--- src/rtl/pgc_pkg.sv ---
package pgc_pkg;
    typedef enum logic [2:0] {
        ST_OFF       = 3'd0,
        ST_PASS      = 3'd1,
        ST_RISE_QUAL = 3'd2,
        ST_BOOST     = 3'd3,
        ST_FALL_QUAL = 3'd4
    } pgc_state_t;
endpackage

--- src/rtl/pgc_sense_mask.sv ---
module pgc_sense_mask #(
    parameter int NUM_A = 5,
    parameter int NUM_B = 3
) (
    input  logic             clk,
    input  logic             rst_n,
    input  logic             en_bank_a,
    input  logic             en_bank_b,
    input  logic             en_sense_a5,
    input  logic             en_pin_b3,
    input  logic [NUM_A-1:0] sink_low_a,
    input  logic [NUM_B-1:0] sink_low_b,
    output logic             mon_any,
    output logic             set_change
);
    localparam int NUM_ALL = NUM_A + NUM_B;

    logic [NUM_ALL-1:0] watch;
    logic [NUM_ALL-1:0] watch_q;
    logic [NUM_ALL-1:0] flags;

    // Per-pin watch enable; the last pin of each bank has its own extra gate.
    for (genvar i = 0; i < NUM_A; i++) begin : g_a
        if (i == NUM_A - 1) begin : g_last
            assign watch[i] = en_bank_a & en_sense_a5;
        end else begin : g_plain
            assign watch[i] = en_bank_a;
        end
        assign flags[i] = sink_low_a[i] & watch[i];
    end
    for (genvar j = 0; j < NUM_B; j++) begin : g_b
        if (j == NUM_B - 1) begin : g_last
            assign watch[NUM_A+j] = en_bank_b & en_pin_b3;
        end else begin : g_plain
            assign watch[NUM_A+j] = en_bank_b;
        end
        assign flags[NUM_A+j] = sink_low_b[j] & watch[NUM_A+j];
    end

    always_ff @(posedge clk or negedge rst_n) begin
        if (!rst_n) watch_q <= '0;
        else        watch_q <= watch;
    end

    assign mon_any    = |flags;
    assign set_change = (watch != watch_q);
endmodule

--- src/rtl/pgc_qual_cnt.sv ---
module pgc_qual_cnt #(
    parameter int CW = 8
) (
    input  logic          clk,
    input  logic          rst_n,
    input  logic          clr,
    input  logic          inc,
    input  logic [CW-1:0] limit,
    output logic          hit
);
    logic [CW-1:0] cnt;
    logic [CW:0]   lim_eff;
    logic [CW:0]   next_val;

    assign lim_eff  = (limit == '0) ? {{CW{1'b0}}, 1'b1} : {1'b0, limit};
    assign next_val = {1'b0, cnt} + {{CW{1'b0}}, 1'b1};
    assign hit      = (next_val >= lim_eff);

    always_ff @(posedge clk or negedge rst_n) begin
        if (!rst_n)   cnt <= '0;
        else if (clr) cnt <= '0;
        else if (inc) cnt <= next_val[CW-1:0];
    end
endmodule

--- src/rtl/pump_gain_ctrl.sv ---
module pump_gain_ctrl
    import pgc_pkg::*;
#(
    parameter int NUM_A = 5,
    parameter int NUM_B = 3,
    parameter int CW    = 8
) (
    input  logic             clk,
    input  logic             rst_n,
    input  logic             en_bank_a,
    input  logic             en_bank_b,
    input  logic             en_sense_a5,
    input  logic             en_pin_b3,
    input  logic [NUM_A-1:0] sink_low_a,
    input  logic [NUM_B-1:0] sink_low_b,
    input  logic [CW-1:0]    rise_count,
    input  logic [CW-1:0]    fall_count,
    output logic             gain_boost,
    output logic             pump_on
);
    pgc_state_t state, state_nx;
    logic       mon_any, set_change, en_any;
    logic       cnt_clr, cnt_inc, cnt_hit;
    logic [CW-1:0] cnt_lim;

    assign en_any = en_bank_a | en_bank_b;

    pgc_sense_mask #(.NUM_A(NUM_A), .NUM_B(NUM_B)) u_mask (
        .clk         (clk),
        .rst_n       (rst_n),
        .en_bank_a   (en_bank_a),
        .en_bank_b   (en_bank_b),
        .en_sense_a5 (en_sense_a5),
        .en_pin_b3   (en_pin_b3),
        .sink_low_a  (sink_low_a),
        .sink_low_b  (sink_low_b),
        .mon_any     (mon_any),
        .set_change  (set_change)
    );

    assign cnt_lim = (state == ST_BOOST || state == ST_FALL_QUAL) ? fall_count : rise_count;

    pgc_qual_cnt #(.CW(CW)) u_cnt (
        .clk   (clk),
        .rst_n (rst_n),
        .clr   (cnt_clr),
        .inc   (cnt_inc),
        .limit (cnt_lim),
        .hit   (cnt_hit)
    );

    always_ff @(posedge clk or negedge rst_n) begin
        if (!rst_n) state <= ST_OFF;
        else        state <= state_nx;
    end

    always_comb begin
        state_nx = state;
        cnt_clr  = 1'b1;
        cnt_inc  = 1'b0;
        if (!en_any) begin
            state_nx = ST_OFF;
        end else if (state != ST_OFF && set_change) begin
            state_nx = ST_PASS;
        end else begin
            unique case (state)
                ST_OFF: state_nx = ST_PASS;
                ST_PASS, ST_RISE_QUAL: begin
                    if (!mon_any) begin
                        state_nx = ST_PASS;
                    end else if (cnt_hit) begin
                        state_nx = ST_BOOST;
                    end else begin
                        state_nx = ST_RISE_QUAL;
                        cnt_clr  = 1'b0;
                        cnt_inc  = 1'b1;
                    end
                end
                ST_BOOST, ST_FALL_QUAL: begin
                    if (mon_any) begin
                        state_nx = ST_BOOST;
                    end else if (cnt_hit) begin
                        state_nx = ST_PASS;
                    end else begin
                        state_nx = ST_FALL_QUAL;
                        cnt_clr  = 1'b0;
                        cnt_inc  = 1'b1;
                    end
                end
                default: state_nx = ST_OFF;
            endcase
        end
    end

    always_comb begin
        gain_boost = 1'b0;
        pump_on    = 1'b1;
        unique case (state)
            ST_OFF:                 pump_on    = 1'b0;
            ST_PASS, ST_RISE_QUAL:  gain_boost = 1'b0;
            ST_BOOST, ST_FALL_QUAL: gain_boost = 1'b1;
            default:                pump_on    = 1'b0;
        endcase
    end

    assert_off_when_idle_R2: assert property (@(posedge clk) disable iff (!rst_n)
        !en_any |=> (!pump_on && !gain_boost));

    assert_no_spurious_boost_R3: assert property (@(posedge clk) disable iff (!rst_n)
        (!gain_boost && !mon_any) |=> !gain_boost);

    assert_hold_while_flagged_R4: assert property (@(posedge clk) disable iff (!rst_n)
        (gain_boost && mon_any && en_any && !set_change) |=> gain_boost);

    assert_set_change_drops_R8: assert property (@(posedge clk) disable iff (!rst_n)
        (pump_on && en_any && set_change) |=> (pump_on && !gain_boost));
endmodule

--- config.mk ---
export PLATFORM = sky130hd
export DESIGN_NAME = pump_gain_ctrl
export DESIGN_NICKNAME = d
export VERILOG_FILES = /design/src/rtl/pgc_pkg.sv /design/src/rtl/pgc_sense_mask.sv /design/src/rtl/pgc_qual_cnt.sv /design/src/rtl/pump_gain_ctrl.sv
export SDC_FILE = /design/constraint.sdc
export NUM_CORES = 1
export LEC_CHECK = 0
export ABC_AREA = 1
export BUFFER_PORTS_ARGS = -buffer_cell sky130_fd_sc_hd__buf_2
export CORE_MARGIN = 1.5
export CORE_UTILIZATION = 29
export CTS_CLUSTER_DIAMETER = 200
export DETAILED_ROUTE_END_ITERATION = 10
export HOLD_SLACK_MARGIN = 0.1
export PLACE_DENSITY = 0.53
export SYNTH_ARGS = -nofsm -noshare
export SYNTH_HDL_FRONTEND = slang
export SYNTH_SLANG_ARGS = --single-unit
--- constraint.sdc ---
create_clock -name clk -period 6.2 [get_ports clk]
set_input_delay 0.62 -clock clk [delete_from_list [all_inputs] [get_ports clk]]
set_output_delay 0.62 -clock clk [all_outputs]
set_load 0.05 [all_outputs]
==> results of run 1 <==
[layout make-up]
type | count | area share, %
clock inverters | 1 | 0.3623
well taps | 48 | 4.348
clock buffers | 3 | 2.989
flip-flops and latches | 15 | 27.17
inverters | 23 | 6.612
multi-input cells | 102 | 47.28
repair buffers | 31 | 11.23
[critical path: cells and delay by family (launching register included)]
family	cells	cell delay [ns]
AND/OR/NAND/NOR	12	1.07
AO/OA/AOI/OAI	4	0.78
flip-flops	1	0.39
adder cells (fa/ha/maj)	1	0.25
buffers and inverters	3	0.20
[layer usage]
layer	part of all wire (%)	wire length, um	track usage (%)	up-vias
li1	-	-	-	512
met1	45	1009	13.48	444
met2	49	1093	23.20	31
met3	5.5	123	1.199	2
met4	1.2	27	6.250	0
met5	0	0	0	-
[state kept, by name, indices dropped and copies added, names as in the netlist]
register        cells
u_cnt.cnt           8
u_mask.watch_q      4
state               3
[cells in the final DEF, fill, tap and decap left out]
cell type and n:
buf_2 31, nand2_1 20, inv_1 16, dfrtp_1 15, nor2_1 14, ha_1 9, nor2_2 8, xor2_1 7
nand2_2 7, inv_2 6, nand3_1 6, o21ai_0 5, nand4_1 5, or2_1 4, a21oi_1 3, xnor2_1 3
mux2i_1 3, clkbuf_8 3, nand3_2 2, o21ai_4 1, inv_6 1, or2_2 1, o22ai_1 1, a21oi_2 1
a31oi_1 1, nand2_4 1, clkinv_2 1
[per-stage QoR]
stage / std cells / hold WS [ns] / total power [mW] / utilization [%]
4_1_cts: 223 / 0.2741 / 0.3680 / 37.45
3_3_place_gp: 219 / 0.5187 / 0.2852 / 36.19
5_1_grt: 223 / 0.2788 / 0.3945 / 37.45
2_1_floorplan: 140 / 0.3244 / 0.2461 / -
3_5_place_dp: 219 / 0.5074 / 0.2888 / 36.19
6_report: 223 / 0.2646 / 0.3601 / 37.45
[final timing paths]
path                           endpoint  cells after the start
max in group asynchronous  u_cnt.cnt[5]                      1
min reg2reg                u_cnt.cnt[0]                      1
min                        u_cnt.cnt[6]                      1
max                        u_cnt.cnt[7]                     20
max reg2reg                u_cnt.cnt[7]                     20
min in group clk           u_cnt.cnt[0]                      1
[cells in the mapped netlist, drive strengths merged]
master / instances / area share, %
nand2: 28 / 12
inv: 23 / 8.2
nor2: 22 / 9.2
dfrtp: 15 / 34
ha: 9 / 10
nand3: 8 / 4.5
xor2: 7 / 5.5
o21ai: 6 / 3.7
nand4: 5 / 2.8
or2: 5 / 2.8
a21oi: 4 / 2.1
mux2i: 3 / 2.7
xnor2: 3 / 2.3
a31oi: 1 / 0.56
o22ai: 1 / 0.56
[kinds of logic (layout without fill, tap and decap cells)]
| logic type | Yosys count | count (layout) |
|---|---|---|
| and+or+nand+nor | 68 | 68 |
| buffers and inverters | 23 | 58 |
| DFF | 15 | 15 |
| AOI/OAI and AO/OA | 12 | 12 |
| xor gates and xnor gates | 10 | 10 |
| adders and majority gates | 9 | 9 |
| muxes | 3 | 3 |
[where the power goes]
| part | total (mW) | leakage [nW] | switching (mW) | internal, mW |
|---|---|---|---|---|
| Sequential | 0.111 | 0.199 | 0.00514 | 0.106 |
| Clock | 0.0758 | 0.0255 | 0.0314 | 0.0444 |
| Combinational | 0.173 | 0.513 | 0.118 | 0.0555 |
==> flow_summary_export.csv, run 1 <==
group,metric,value,unit
setup_path,start_kind,"register",
die,die_area,0.004243,mm^2
synth,synth_compound_area_share,6.927,%
die,start_util,30.36,%
detailed_routing,drc,0,
power_and_ir_drop,powerDensity,260.7,mW/mm^2
die,die_y,65.14,um
setup_path,r2r-start,"state[0]",
clock_network,ctsResizeCount,0,
timing,rsz0062_at_grt,"no",
die,io_pins,32,
die,die_w,65.14,um
clock_network,cts_num_sinks,15,
clock_network,cts_root_buf,"clkbuf_8",
synth,synth_cell_types,24,
final_layout,n_antenna_cell,0,
setup_path,critPathArrivalTime,2.95,ns
detailed_routing,ant_nets,0,
grt,grt_pass1_wl,4.057,mm
die,core,0.003689,mm^2
placed_design,gp_congestion,0.7874,
grt,grt_use_total,12.25,%
clock_network,cts_tree,"built",
detailed_routing,wl,2.253,mm
run_status,status,"finished clean",
worst_hold_path,hold_path.class,"in2async",
synth,muxShareOfSynthArea,2.682,%
grt,grt_max_degree,16,
final_layout,design_area,0.001381,mm^2
timing,tightest_slew,0.3613,ns
setup_path,crit_fanout,10,
setup_path,cpMostUsedCell,"nand2_1",
clock_network,clkSlewWorstSetupHoldPaths,0.06,ns
detailed_routing,drtIter0Drc,17,
final_layout,register_area,375.4,um^2
clock_network,cts_buffer_depth,2,
placed_design,place_area,0.001335,mm^2
synth,synth_area,0.001120,mm^2
synth,synth_fp_nets,179,
synth,synth_xor_area_share,7.821,%
synth,synthCells,140,
detailed_routing,drt-wirelength-per-cell,10.10,um
placed_design,io_buffer_count,31,
setup_path,crit_path_max_incr_delay,0.39,ns
placed_design,dp_slack,3.412,ns
synth,syn_avg_cell_area,7.999,um^2
synth,synthAdderAreaFrac,10.06,%
placed_design,dp_hpwl,2.001,mm
synth,synth_warnings,0,
timing,clock_skew,0.003980,ns
grt,overflow,0,
setup_path,crit_required,6.38,ns
flow_run,cap_viol_max_count,0,
detailed_routing,vias,989,
timing,period_needed,2.774,ns
detailed_routing,drt-pass1-iter-count,2,
clock_network,worstSkewPairLatency,0.24,ns
detailed_routing,via_per_inst,4.435,
clock_network,cts_made_buffers,3,
setup_path,slowest_stage,"dfrtp_1",
timing,setup_viol,0,
timing,setup_ws,3.426,ns
setup_path,crit_start,"state[0]",
clock_network,hold_buffers,0,
final_layout,drive_gt1_share,36.00,%
timing,slew_headroom,75.82,%
timing,post-route-period-util,44.74,%
timing,hold_violations,0,
die,rows,22,
setup_path,cp_cell_sequence,"a21oi_1 -> inv_2 -> o21ai_4 -> inv_6 -> o21ai_0 -> nand4_1 -> o22ai_1 -> ha_1 -> inv_1 -> nand2_1 -> nand2_1 -> nand3_1 -> nand2_1 -> nand2_1 -> nand2_2 -> nand3_1 -> or2_1 -> nand2_2 -> nand2_4 -> nor2_2",
synth,synth_simple_gate_area_share,30.84,%
power_and_ir_drop,leakage,0.7380,nW
final_layout,nets,215,
clock_network,h-tree-depth,1,
timing,tns,0,ns
grt,antenna_found_initial,0,
grt,grt_pass1_vias,1049,
timing,drv_slew,0,
final_layout,synthToLayoutAreaGrowth,23.35,%
setup_path,end_kind,"register",
final_layout,fill_cells,396,
setup_path,rrSetupSlack,3.43,ns
clock_network,postCtsSetupBuffers,0,
power_and_ir_drop,ir_worst_vdd,0.08815,mV
final_layout,multi_input_area,653.1,um^2
synth,yosysSeqAreaShare,33.52,%
setup_path,crit_type,"reg2reg",
synth,ys_ff_latch,15,
timing,max_freq,360.5,MHz
synth,synth_top_family_by_area,"simple AND/OR/NAND/NOR gates",
Note: power is estimated with default switching activity, not from simulation.
==> run 2, diff against run 1 <==
ABC_AREA = 0   (was 1)
PLACE_DENSITY = 0.52   (was 0.53)
clock period = 2.6 ns   (was 6.2 ns; I/O delays follow)
==> run 2 against run 1 <==
Effect of this change: the run now ends with negative setup slack left; clock power is 140% higher; clock skew decreased by 0.00053 ns; hold slack worse by 0.052 ns; clock-buffer cell count rose by 1; routed wire length rose by 42%; flip-flop and latch count unchanged; die area rose by 2.2%; critical endpoint is now state[0]; highest routed layer unchanged.
==> flow_summary_export.csv, run 2 <==
group,metric,value,unit
synth,ys_async_sr_fraction,100.0,%
final_layout,design_area,0.001770,mm^2
placed_design,dp_hpwl,2.472,mm
timing,post-route-period-util,103.1,%
grt,overflow,0,
detailed_routing,vias,1122,
setup_path,crit_required,2.72,ns
detailed_routing,ant_nets,0,
detailed_routing,drt-wirelength-per-cell,14.23,um
grt,grt_max_degree,16,
synth,synth_commonest_cells,"15 x dfrtp_1, 10 x nand2_1, 9 x ha_1, 9 x mux2i_1, 8 x nand3_1",
clock_network,cts_root_buf,"clkbuf_8",
setup_path,crit_type,"reg2reg",
final_layout,drive_gt1_share,49.43,%
clock_network,cts_buffer_depth,2,
synth,synth_top_area_cell,"dfrtp_1",
timing,setup_ws,-0.08027,ns
die,core,0.003716,mm^2
die,start_util,30.84,%
timing,rsz0062_at_grt,"yes",
power_and_ir_drop,leakage,0.7991,nW
timing,period_needed,2.680,ns
grt,grt_pass1_vias,1090,
setup_path,worstSetupEndpoint,"state[0]",
synth,synthCells,119,
die,rows,22,
timing,tightest_slew,0.5384,ns
timing,clock_skew,0.003448,ns
detailed_routing,drtIter0Drc,28,
synth,synth_area,0.001146,mm^2
placed_design,place_area,0.001495,mm^2
setup_path,critPathTopFamily,"compound AO/OA/AOI/OAI gates",
final_layout,final_util,47.64,%
synth,syn_avg_cell_area,9.631,um^2
setup_path,crit_fanout,5,
setup_path,ff2ff_path_depth,12,
grt,antenna_found_initial,0,
synth,synthTopCellsByArea,"dfrtp_1 33%, ha_1 9.8%, mux2i_1 7.9%, xnor2_1 4.6%, nand3_1 3.5%",
setup_path,cp_cell_sequence,"and3b_2 -> a21oi_4 -> buf_8 -> mux2i_4 -> buf_6 -> ha_4 -> o21a_1 -> o211ai_1 -> a221o_1 -> buf_6 -> a21oi_2 -> o41a_1",
timing,hold_violations,0,
flow_run,cap_viol_max_count,0,
detailed_routing,drc,0,
synth,synthFlopType,"dfrtp_1",
clock_network,worstSkewPairLatency,0.24,ns
synth,synth_cell_types,36,
power_and_ir_drop,ir_worst_vdd,0.2912,mV
clock_network,clkSlewWorstSetupHoldPaths,0.06,ns
placed_design,gp_congestion,0.8481,
timing,setup_viol,6,
die,die_area,0.004338,mm^2
die,die_w,65.87,um
timing,drv_slew,0,
run_status,status,"finished with violations",
setup_path,critical_path_depth,12,
detailed_routing,drt-pass1-iter-count,4,
setup_path,cpMostUsedCell,"buf_6",
placed_design,dp.cells,215,
synth,ys_ff_latch,15,
power_and_ir_drop,powerDensity,320.5,mW/mm^2
worst_hold_path,hold_path.class,"in2reg",
setup_path,slowest_stage,"dfrtp_1",
setup_path,crit_path_max_incr_delay,0.40,ns
clock_network,cts_made_buffers,3,
clock_network,h-tree-depth,1,
final_layout,final_cell_mix,"31 x buf_2, 18 x buf_4, 15 x dfrtp_1, 9 x nand2_1, 8 x ha_1",
final_layout,largest_register_ffs,8,
die,die_y,65.87,um
synth,synth_most_common_cell,"dfrtp_1",
placed_design,dp_slack,-0.1211,ns
setup_path,end_kind,"register",
final_layout,finalNonFillerCells,224,
final_layout,n_antenna_cell,0,
synth,yosysSeqAreaShare,32.75,%
final_layout,nets,216,
setup_path,crit_start,"state[1]",
synth,synth_fp_nets,158,
setup_path,path_buf_inv,3,
detailed_routing,wl,3.188,mm
synth,synth_top_area_share,32.75,%
setup_path,critPathArrivalTime,2.80,ns
setup_path,rrSetupSlack,-0.08,ns
run_status,violations,"negative setup slack",
timing,max_freq,373.1,MHz
timing,slew_headroom,63.91,%
detailed_routing,via_per_inst,5.009,
clock_network,cts_tree,"built",
final_layout,synthToLayoutAreaGrowth,54.48,%
timing,tns,-0.2219,ns
final_layout,final_common_cell,"buf_2",
clock_network,cts_num_sinks,15,
grt,grt_use_total,15.18,%
grt,grt_pass1_wl,5.126,mm
placed_design,io_buffer_count,31,
setup_path,start_kind,"register",
synth,synth_warnings,0,
setup_path,r2r-start,"state[1]",
synth,synth_edf_count,0,
die,io_pins,32,
setup_path,r2r-end,"state[0]",
final_layout,reg_top3,"u_cnt.cnt (8), u_mask.watch_q (4), state (3)",
final_layout,regMostFlops,"u_cnt.cnt",
[run 2: cell types whose count changed after synthesis, sizes merged, moves of 4 or more]
| cell | previous run | this run |
|---|---|---|
| inv | 23 | 6 |
| nand2 | 28 | 10 |
| nor3 | 0 | 5 |
| nor2 | 22 | 4 |
| xor2 | 7 | 3 |
| a211oi | 0 | 5 |
| mux2i | 3 | 9 |
[run 2: worst min-delay path by stage]
stage / start / endpoint / slack [ns] / depth (start not counted)
after floorplan: rst_n / state[0] / -0.04 / 0
after global placement: rst_n / u_mask.watch_q[6] / 0.18 / 1
after detailed placement: rst_n / state[2] / 0.19 / 1
after CTS: en_bank_a / u_mask.watch_q[3] / 0.20 / 1
after global routing: en_bank_a / u_mask.watch_q[3] / 0.20 / 1
final: en_bank_b / u_mask.watch_q[6] / 0.21 / 1
[run 2: power breakdown]
part	switching (mW)	internal [mW]	leakage, nW
clock network	0.0761	0.108	0.0228
logic	0.0723	0.0686	0.577
registers	0.00371	0.238	0.199
[run 2: metal layers]
layer / global-route usage [%] / up-vias / part of all wire (%)
met1: 20.80 / 539 / 43
met4: 3.125 / 0 / 0.38
li1: - / 563 / -
met2: 25.38 / 18 / 54
met3: 2.044 / 2 / 2.5
met5: 0 / - / 0
[run 2: timing repair]
item	CTS	global route
endpoints found under the setup margin	9	10
pin swaps	1	9
setup buffers	0	3
resized for setup	11	27
gates cloned	1	0
endpoints found under the hold margin	15	0
hold buffers	1	0
[run 2: layout make-up]
class,instances,area [um^2]
Clock buffer,4,45.04
Multi-Input combinational cell,96,907.1
Fill cell,379,1946
Tap cell,48,60.06
Sequential cell,15,375.4
Timing Repair Buffer,55,360.3
Inverter,6,22.52
[run 2: logic make-up (layout without fill, tap and decap cells)]
kind of cell	Yosys count	in the layout	share of synthesized area, %
AOI/OAI and AO/OA	26	26	17.69
xor gates and xnor gates	9	9	6.878
adders and majority gates	9	9	9.826
buffers and inverters	8	65	2.728
DFF	15	15	32.75
muxes	12	12	11.14
and+or+nand+nor	40	40	19.00
[run 2: metrics by stage]
| stage | hold WS [ns] | total power [mW] |
|---|---|---|
| finish | 0.2122 | 0.5675 |
| global route | 0.2043 | 0.6044 |
| CTS | 0.2007 | 0.5570 |
| detailed placement | 0.1916 | 0.3615 |
| global placement | 0.1807 | 0.3575 |
| floorplan | -0.03559 | 0.3041 |
==> run 3, diff against run 2 <==
CORE_MARGIN = 3   (was 1.5)
==> run 3 against run 2 <==
Effect of this change: the run still ends with negative setup slack left; via count shrank 0.62%; first-iteration DRC count is 32% lower; power increased by 1.1%; worst setup slack better by 0.037 ns; non-clock buffer count fell by 4; flip-flop and latch count is the same; core utilization down 1.3 points; die area up 9.3%; register-to-register slack better by 0.04 ns.
==> flow_summary_export.csv, run 3 (synthesis results as in run 2) <==
group,metric,value,unit
power_and_ir_drop,powerDensity,330.7,mW/mm^2
setup_path,cp_cell_sequence,"and3b_2 -> a21oi_4 -> buf_8 -> mux2i_4 -> nand4_1 -> o21ai_1 -> ha_1 -> o21ai_1 -> a221o_1 -> buf_6 -> a21oi_2 -> o41a_1",
timing,period_needed,2.643,ns
clock_network,h-tree-depth,1,
grt,grt_pass1_wl,5.002,mm
final_layout,drive_gt1_share,48.26,%
clock_network,worstSkewPairLatency,0.25,ns
die,core,0.003744,mm^2
final_layout,nets,212,
timing,tightest_slew,0.9962,ns
setup_path,critical_path_depth,12,
setup_path,crit_fanout,5,
final_layout,reg_top3,"u_cnt.cnt (8), u_mask.watch_q (4), state (3)",
setup_path,ff2ff_path_depth,12,
grt,overflow,0,
die,start_util,30.61,%
setup_path,crit_type,"reg2reg",
setup_path,r2r-start,"state[2]",
setup_path,worstSetupEndpoint,"state[0]",
power_and_ir_drop,power_frac_comb,24.1,%
die,io_pins,32,
power_and_ir_drop,leakage,0.7702,nW
setup_path,rrSetupSlack,-0.04,ns
run_status,violations,"negative setup slack",
setup_path,path_buf_inv,2,
clock_network,cts_buffer_depth,2,
setup_path,crit_required,2.73,ns
grt,grt_use_total,14.18,%
power_and_ir_drop,ir_worst_vdd,0.1930,mV
setup_path,critPathTopFamily,"compound AO/OA/AOI/OAI gates",
clock_network,cts_num_sinks,15,
grt,grt_max_degree,16,
detailed_routing,vias,1115,
setup_path,end_kind,"register",
placed_design,io_buffer_count,31,
die,die_y,68.87,um
flow_run,cap_viol_max_count,0,
timing,rsz0062_at_grt,"yes",
detailed_routing,drt-wirelength-per-cell,13.82,um
setup_path,critPathArrivalTime,2.78,ns
timing,clock_skew,0.004203,ns
setup_path,crit_start,"state[2]",
final_layout,final_cell_mix,"31 x buf_2, 15 x buf_4, 15 x dfrtp_1, 9 x nand2_1, 8 x ha_1",
grt,antenna_found_initial,0,
power_and_ir_drop,internal_power,413.9,uW
grt,grt_pass1_vias,1078,
clock_network,clkSlewWorstSetupHoldPaths,0.06,ns
setup_path,start_kind,"register",
detailed_routing,via_per_inst,5.068,
clock_network,cts_tree,"built",
final_layout,regMostFlops,"u_cnt.cnt",
detailed_routing,drt-pass1-iter-count,4,
placed_design,dp_hpwl,2.394,mm
detailed_routing,drtIter0Drc,19,
clock_network,cts_root_buf,"clkbuf_8",
timing,post-route-period-util,101.6,%
timing,max_freq,378.4,MHz
timing,slew_headroom,31.69,%
final_layout,synthToLayoutAreaGrowth,51.31,%
timing,tns,-0.1020,ns
detailed_routing,ant_nets,0,
setup_path,crit_path_max_incr_delay,0.39,ns
timing,hold_violations,0,
detailed_routing,wl,3.041,mm
timing,drv_slew,0,
setup_path,r2r-end,"state[0]",
setup_path,slowest_stage,"dfrtp_1",
worst_hold_path,hold_path.class,"in2reg",
timing,setup_ws,-0.04280,ns
setup_path,cpMostUsedCell,"o21ai_1",
power_and_ir_drop,p_switching,159.6,uW
placed_design,dp_slack,-0.1255,ns
timing,holdWs,0.2092,ns
power_and_ir_drop,seqPwrFrac,42.1,%
final_layout,final_common_cell,"buf_2",
placed_design,gp_congestion,0.8699,
die,die_w,68.87,um
power_and_ir_drop,clockPowerShare,33.7,%
final_layout,fill_cells,370,
timing,setup_viol,3,
run_status,status,"finished with violations",
clock_network,cts_made_buffers,3,
detailed_routing,drc,0,
power_and_ir_drop,swShare,27.83,%
final_layout,n_antenna_cell,0,
die,rows,22,
final_layout,largest_register_ffs,8,
die,die_area,0.004742,mm^2
[run 3: cell count changes in the layout (fill, tap and decap cells not counted), sizes merged]
cell	change
buf	-4
[run 3: through the flow]
stage          util [%]  instance area [um^2]  total power, mW  cells
2_1_floorplan         -                  1150           0.3041    119
3_3_place_gp      39.54                  1480           0.3571    213
3_5_place_dp      39.54                  1480           0.3599    213
4_1_cts           42.98                  1609           0.5664    219
5_1_grt           46.32                  1734           0.6018    220
6_report          46.32                  1734           0.5735    220
[run 3: how the worst min path moves through the flow]
stage / endpoint / cells past startpoint / start
final: u_mask.watch_q[6] / 1 / en_bank_b
after global routing: u_mask.watch_q[3] / 1 / en_bank_a
after CTS: u_mask.watch_q[6] / 1 / en_bank_b
after detailed placement: state[0] / 1 / rst_n
after global placement: u_cnt.cnt[3] / 1 / rst_n
after floorplan: state[0] / 0 / rst_n
[run 3: power groups by stage]
stage	Combinational (mW)	Clock, mW	Sequential (mW)
CTS	0.128	0.197	0.241
finish	0.138	0.193	0.242
detailed placement	0.114	0	0.246
floorplan	0.0585	0	0.246
global placement	0.112	0	0.245
global route	0.152	0.208	0.242
[run 3: final cells by class]
cell class,instances,area [um^2],area share (%)
sequential,15,375.4,21.65
tap,48,60.06,3.463
inverter,6,22.52,1.299
timing repair buffer,51,326.6,18.83
clock buffer,4,45.04,2.597
multi-input combinational,96,904.6,52.16
[run 3: timing repair]
item | in CTS | in global routing
resized for setup | 17 | 20
endpoints found under the hold margin | 15 | 0
buffers inserted | 0 | 1
hold buffers | 1 | 0
endpoints found under the setup margin | 9 | 10
cloned | 1 | 0
pin swaps | 2 | 8
[run 3: routing by layer]
layer  global-route usage (%)  routed length (um)  vias up
li1                         -                   -      552
met1                    19.38                1325      538
met2                    23.10                1576       21
met3                   0.9724                  96        4
met4                    5.839                  42        0
met5                        0                   0        -
